`src/rtl/btc_pkg.sv`:
```
package btc_pkg;

  typedef enum logic [1:0] {
    ST_IDLE  = 2'd0,
    ST_ISSUE = 2'd1,
    ST_FILL  = 2'd2
  } btcState_e;

  // Strobes from control to datapath
  typedef struct packed {
    logic capture;     // latch lookup index for the run that follows
    logic startIssue;  // lookup hit, begin issuing
    logic startFill;   // lookup missed, drop entry and write new tag
    logic writeWord;   // store fill word at current position
    logic commit;      // last word stored, mark entry valid
    logic clearAll;    // drop every entry
  } btcStrobes_t;

endpackage

```
`src/rtl/btc_ctrl.sv`:
```
module btc_ctrl
  import btc_pkg::*;
#(
  parameter int WORDS = 4,
  localparam int CNT_W = (WORDS > 1) ? $clog2(WORDS) : 1
) (
  input  logic             clk,
  input  logic             rstN,
  input  logic             brTaken,
  input  logic             invalidate,
  input  logic             fillValid,
  input  logic             lookupHit,
  output btcStrobes_t      strb,
  output logic [CNT_W-1:0] wordSel,
  output logic             issueActive,
  output logic             hitPulse,
  output logic             missPulse
);

  localparam logic [CNT_W-1:0] LAST = CNT_W'(WORDS - 1);

  btcState_e        state;
  logic [CNT_W-1:0] cnt;

  always_comb begin
    strb            = '0;
    strb.clearAll   = invalidate;
    strb.capture    = brTaken && !invalidate;
    strb.startIssue = brTaken && !invalidate && lookupHit;
    strb.startFill  = brTaken && !invalidate && !lookupHit;
    // a fill word arriving with a new branch belongs to the cancelled run
    strb.writeWord  = (state == ST_FILL) && fillValid && !brTaken && !invalidate;
    strb.commit     = (state == ST_FILL) && fillValid && !brTaken && !invalidate
                      && (cnt == LAST);
  end

  always_ff @(posedge clk) begin
    if (!rstN) begin
      state     <= ST_IDLE;
      cnt       <= '0;
      hitPulse  <= 1'b0;
      missPulse <= 1'b0;
    end else begin
      hitPulse  <= strb.startIssue;
      missPulse <= strb.startFill;
      if (invalidate) begin
        state <= ST_IDLE;
        cnt   <= '0;
      end else if (brTaken) begin
        state <= lookupHit ? ST_ISSUE : ST_FILL;
        cnt   <= '0;
      end else begin
        unique case (state)
          ST_ISSUE: begin
            if (cnt == LAST) begin
              state <= ST_IDLE;
              cnt   <= '0;
            end else begin
              cnt <= cnt + 1'b1;
            end
          end
          ST_FILL: begin
            if (fillValid) begin
              if (cnt == LAST) begin
                state <= ST_IDLE;
                cnt   <= '0;
              end else begin
                cnt <= cnt + 1'b1;
              end
            end
          end
          default: begin
            state <= ST_IDLE;
            cnt   <= '0;
          end
        endcase
      end
    end
  end

  assign wordSel     = cnt;
  assign issueActive = (state == ST_ISSUE);

endmodule

```
`src/rtl/btc_dpath.sv`:
```
module btc_dpath
  import btc_pkg::*;
#(
  parameter int ADDR_W  = 32,
  parameter int INSN_W  = 32,
  parameter int ENTRIES = 32,
  parameter int WORDS   = 4,
  localparam int IDX_W  = (ENTRIES > 1) ? $clog2(ENTRIES) : 1,
  localparam int OFF_W  = $clog2(INSN_W / 8),
  localparam int TAG_W  = ADDR_W - IDX_W - OFF_W,
  localparam int CNT_W  = (WORDS > 1) ? $clog2(WORDS) : 1
) (
  input  logic              clk,
  input  logic              rstN,
  input  btcStrobes_t       strb,
  input  logic [CNT_W-1:0]  wordSel,
  input  logic              issueActive,
  input  logic [ADDR_W-1:0] brTarget,
  input  logic [INSN_W-1:0] fillInsn,
  output logic              lookupHit,
  output logic [INSN_W-1:0] outInsn
);

  logic [IDX_W-1:0]  lkIdx;
  logic [TAG_W-1:0]  lkTag;
  logic [IDX_W-1:0]  curIdx;
  logic [ENTRIES-1:0] validVec;
  logic [TAG_W-1:0]  tagArr  [ENTRIES];
  logic [INSN_W-1:0] dataArr [ENTRIES][WORDS];

  assign lkIdx     = brTarget[OFF_W +: IDX_W];
  assign lkTag     = brTarget[ADDR_W-1 -: TAG_W];
  assign lookupHit = validVec[lkIdx] && (tagArr[lkIdx] == lkTag);

  always_ff @(posedge clk) begin
    if (!rstN)             curIdx <= '0;
    else if (strb.capture) curIdx <= lkIdx;
  end

  always_ff @(posedge clk) begin
    if (strb.startFill) tagArr[lkIdx] <= lkTag;
  end

  always_ff @(posedge clk) begin
    if (strb.writeWord) dataArr[curIdx][wordSel] <= fillInsn;
  end

  for (genvar e = 0; e < ENTRIES; e++) begin : g_valid
    always_ff @(posedge clk) begin
      if (!rstN)
        validVec[e] <= 1'b0;
      else if (strb.clearAll)
        validVec[e] <= 1'b0;
      else if (strb.startFill && (lkIdx == IDX_W'(e)))
        validVec[e] <= 1'b0;
      else if (strb.commit && (curIdx == IDX_W'(e)))
        validVec[e] <= 1'b1;
    end
  end

  assign outInsn = issueActive ? dataArr[curIdx][wordSel] : '0;

endmodule

```
`src/rtl/branch_target_cache.sv`:
```
module branch_target_cache
  import btc_pkg::*;
#(
  parameter int ADDR_W  = 32,
  parameter int INSN_W  = 32,
  parameter int ENTRIES = 32,
  parameter int WORDS   = 4,
  localparam int CNT_W  = (WORDS > 1) ? $clog2(WORDS) : 1
) (
  input  logic              clk,
  input  logic              rstN,
  input  logic              brTaken,
  input  logic [ADDR_W-1:0] brTarget,
  input  logic              invalidate,
  input  logic              fillValid,
  input  logic [INSN_W-1:0] fillInsn,
  output logic              outValid,
  output logic [INSN_W-1:0] outInsn,
  output logic              hitPulse,
  output logic              missPulse
);

  btcStrobes_t      strb;
  logic [CNT_W-1:0] wordSel;
  logic             lookupHit;

  btc_ctrl #(.WORDS(WORDS)) u_ctrl (
    .clk        (clk),
    .rstN       (rstN),
    .brTaken    (brTaken),
    .invalidate (invalidate),
    .fillValid  (fillValid),
    .lookupHit  (lookupHit),
    .strb       (strb),
    .wordSel    (wordSel),
    .issueActive(outValid),
    .hitPulse   (hitPulse),
    .missPulse  (missPulse)
  );

  btc_dpath #(
    .ADDR_W (ADDR_W),
    .INSN_W (INSN_W),
    .ENTRIES(ENTRIES),
    .WORDS  (WORDS)
  ) u_dpath (
    .clk        (clk),
    .rstN       (rstN),
    .strb       (strb),
    .wordSel    (wordSel),
    .issueActive(outValid),
    .brTarget   (brTarget),
    .fillInsn   (fillInsn),
    .lookupHit  (lookupHit),
    .outInsn    (outInsn)
  );

endmodule

```
`config.mk`:
```
export PLATFORM = sky130hd
export DESIGN_NAME = branch_target_cache
export DESIGN_NICKNAME = d
export VERILOG_FILES = /design/src/rtl/btc_pkg.sv /design/src/rtl/btc_ctrl.sv /design/src/rtl/btc_dpath.sv /design/src/rtl/branch_target_cache.sv
export SDC_FILE = /design/constraint.sdc
export NUM_CORES = 2
export LEC_CHECK = 0
export BUFFER_PORTS_ARGS = -buffer_cell sky130_fd_sc_hd__buf_2
export CORE_MARGIN = 5
export CORE_UTILIZATION = 38
export DETAILED_ROUTE_END_ITERATION = 7
export GPL_TIMING_DRIVEN = 0
export PLACE_DENSITY = 0.55
export SYNTH_ARGS = -nofsm -noshare
export SYNTH_HDL_FRONTEND = slang
export SYNTH_HIERARCHICAL = 1
export SYNTH_MEMORY_MAX_BITS = 65536
export SYNTH_SLANG_ARGS = --single-unit
export TNS_END_PERCENT = 5
```
`constraint.sdc`:
```
create_clock -name clk -period 5 [get_ports clk]
set_input_delay 0.5 -clock clk [delete_from_list [all_inputs] [get_ports clk]]
set_output_delay 0.5 -clock clk [all_outputs]
set_load 0.03 [all_outputs]
```
==> results.py <==
metrics = {
    "finish": {
        "multi_input_area_um2": 40700,
        "drive_above_1_share": 0.339,
        "final-seq-area_um2": 148000,
        "fin_cells": 15800,
        "nets": 8818,
        "fillCellCount": 41300,
        "area_delta_synth_final_pct": 18.1,
    },
    "synthesis": {
        "syn_avg_cell_area_um2": 24.1,
        "syn_nets": 7895,
        "yosys_warnings": 6,
        "synth_cells": 7822,
        "synth_area_um2": 189000,
    },
    "clock_network": {
        "numClockSinks": 4944,
        "root_buffer": "clkbuf_16",
        "cts-buffers-inserted": 522,
        "cts_tree": "yes",
        "insertion_delay_ns": 1.06,
        "clk_pin_slew_ns": 0.06,
        "cts_max_level": 6,
        "clock_path_buffers": 4,
    },
    "grt": {
        "grt_pass1_wl_um": 750000,
        "grt_overflow_total": 0,
        "grt_antenna_before_repair": 41,
        "gr-usage-all-layers": 0.209,
        "grt_max_degree": 105,
        "grt_pass1_vias": 92200,
    },
    "power_and_ir_drop": {
        "swShare": 0.213,
        "finalPower_w": 0.0870,
        "p_leak_nw": 67.4,
        "internal-power_w": 0.0685,
        "p_seq_frac": 0.524,
        "netSwitchingPower_w": 0.0185,
        "power_density_nw_per_um2": 390,
        "irDropWorstVdd_mv": 0.363,
        "combPwrFrac": 0.049,
        "clkPwrFrac": 0.427,
    },
    "sta": {
        "grt_setup_unrepaired": "true",
        "slew_violations": 0,
        "setup_violations": 31,
        "fin_skew_ns": 0.108,
        "fmax_ghz": 0.198,
        "setup_slack_ns": -0.0577,
        "min_period_ns": 5.06,
        "worstMarginPinSlew_ns": 1.49,
        "maxSlewHeadroom": 0.00430,
        "finalHoldViolations": 0,
        "holdWs_ns": 0.0696,
        "min_period_over_period": 1.01,
    },
    "critical_path": {
        "crit_slowest_cell": "clkbuf_1",
        "slowest_delay_ns": 0.73,
        "crit_required_ns": 5.66,
        "critical_path_class": "primary input to flip-flop",
        "endpoint_kind": "flip-flop",
        "cp_max_fo": 17,
        "path_cells": "clkbuf_1 -> nor2b_1 -> clkbuf_1 -> clkbuf_2 -> a22oi_1 -> a22oi_1 -> xor2_2 -> nor4_1 -> nand4_1 -> nor4_4 -> nor3b_4 -> nor2b_1 -> nand2_1 -> nor2_4 -> buf_12",
        "arrival_ns": 5.72,
        "start_kind": "primary input",
    },
    "floorplanning": {
        "core_area_um2": 496000,
        "start_util": 0.380,
        "pin_count": 104,
        "die_w_um": 715,
        "row_count": 259,
        "dieArea_um2": 511000,
        "die_h_um": 715,
    },
    "flow_run": {
        "cap_viol_max_count": 1,
    },
    "drt": {
        "viasPerCell": 5.75,
        "first_iter_violations": 10900,
        "first_pass_iters": 6,
        "vias": 90900,
        "wl_per_cell_um": 34.4,
        "ant_nets": 0,
        "drcViolationCount": 0,
        "drt-total-wl_um": 543000,
    },
    "outcome": {
        "status": "finished, violations left",
        "violations": "capacitance limit, setup timing",
    },
    "place": {
        "io_buffers": 97,
        "hpwl_um": 361000,
        "dp_slack_ns": -2.08,
        "placedCellCount": 14800,
        "routabilityCongestion": 0.855,
    },
    "hold_path": {
        "min_path_type": "primary input to flip-flop",
    },
}
[worst max-delay path: cells and delay by family]
kind / cells / cell delay, ns
compound gates: 2 / 0.44
xor+xnor: 1 / 0.44
buf+inv: 4 / 2.00
simple gates: 8 / 2.27
[per-layer routing]
metal / wire, µm / GRT usage / vias up
met1: 211000 / 0.276 / 50100
met3: 38600 / 0.0356 / 879
met4: 19600 / 0.0673 / 14
li1: - / - / 35800
met2: 274000 / 0.355 / 4087
met5: 103 / 0 / -
[power by group through the flow]
stage	sequential [W]	clock (W)	combinational (W)
after floorplan	0.0465	0	0.00193
after detailed placement	0.0465	0	0.00408
after global placement	0.0465	0	0.00387
after global routing	0.0456	0.0397	0.00444
final	0.0456	0.0372	0.00427
after CTS	0.0456	0.0379	0.00431
[sequential cells by signal (all words and copies together) (netlist names), named ones only]
signal,cells
u_dpath/dataArr,4096
u_dpath/tagArr,800
u_dpath/validVec,32
u_dpath/curIdx,5
u_ctrl/state,2
u_ctrl/wordSel,2
u_ctrl/hitPulse,1
u_ctrl/missPulse,1
[per-stage QoR]
stage | TNS, ns | area [µm²] | util
2_1_floorplan | 0 | 189000 | -
3_3_place_gp | - | 198000 | 0.398
3_5_place_dp | -2024.31 | 204000 | 0.410
4_1_cts | -0.222 | 223000 | 0.449
5_1_grt | -1.75 | 223000 | 0.449
6_report | -0.932 | 223000 | 0.449
[placed cells by master (no fill, tap or decap), types with 16 or more instances in the layout]
| master | n |
|---|---|
| dfxtp_1 | 46 |
| a22oi_1 | 38 |
| o221ai_1 | 33 |
| nor2_4 | 171 |
| diode_2 | 16 |
| mux2i_1 | 204 |
| inv_6 | 26 |
| clkinv_1 | 119 |
| nand2_1 | 58 |
| bufinv_16 | 28 |
| clkbuf_16 | 549 |
| a21oi_1 | 40 |
| buf_16 | 85 |
| a221oi_1 | 37 |
| nor2_1 | 28 |
| buf_2 | 121 |
| a211oi_4 | 16 |
| buf_12 | 160 |
| o21ai_1 | 25 |
| nor3_1 | 41 |
| a31oi_1 | 34 |
| buf_4 | 105 |
| nor3_2 | 21 |
| clkbuf_1 | 198 |
| nor2b_1 | 48 |
| mux2_2 | 32 |
| clkinv_2 | 72 |
| clkbuf_4 | 49 |
| dlygate4sd3_1 | 58 |
| edfxtp_1 | 4896 |
| o21ai_0 | 27 |
| clkbuf_2 | 79 |
| mux4_2 | 1424 |
| buf_6 | 69 |
[worst paths after layout]
kind / from / to / slack, ns / cells past startpoint
worst max-delay path: brTarget[4] / u_dpath/tagArr[9][15] / -0.06 / 15
worst min-delay path: fillInsn[8] / u_dpath/dataArr[28][72] / 0.07 / 1
worst max register to register: u_dpath/tagArr[7][19] / u_dpath/tagArr[9][15] / 0.27 / 12
worst min register to register: u_dpath/validVec[30] / u_dpath/validVec[30] / 0.52 / 2
[final cells by class]
type / count / share of cell area
Timing Repair Buffer: 399 / 0.0288
Multi-Input combinational cell: 2426 / 0.182
Tap cell: 6655 / 0.0373
Antenna cell: 16 / 0.000179
Buffer: 445 / 0.0154
Clock buffer: 666 / 0.0632
Inverter: 7 / 0.000118
Sequential cell: 4944 / 0.663
Clock inverter: 263 / 0.00959
[what timing repair did]
action	4_1_cts	5_1_grt
setup endpoints to repair	2586	92
resized for setup	667	17
cloned	2	0
hold buffers	58	0
endpoints found under the hold margin	1949	0
pin swaps	38	2
setup buffers	34	1
No activity file was read; power rests on OpenSTA's default activity.
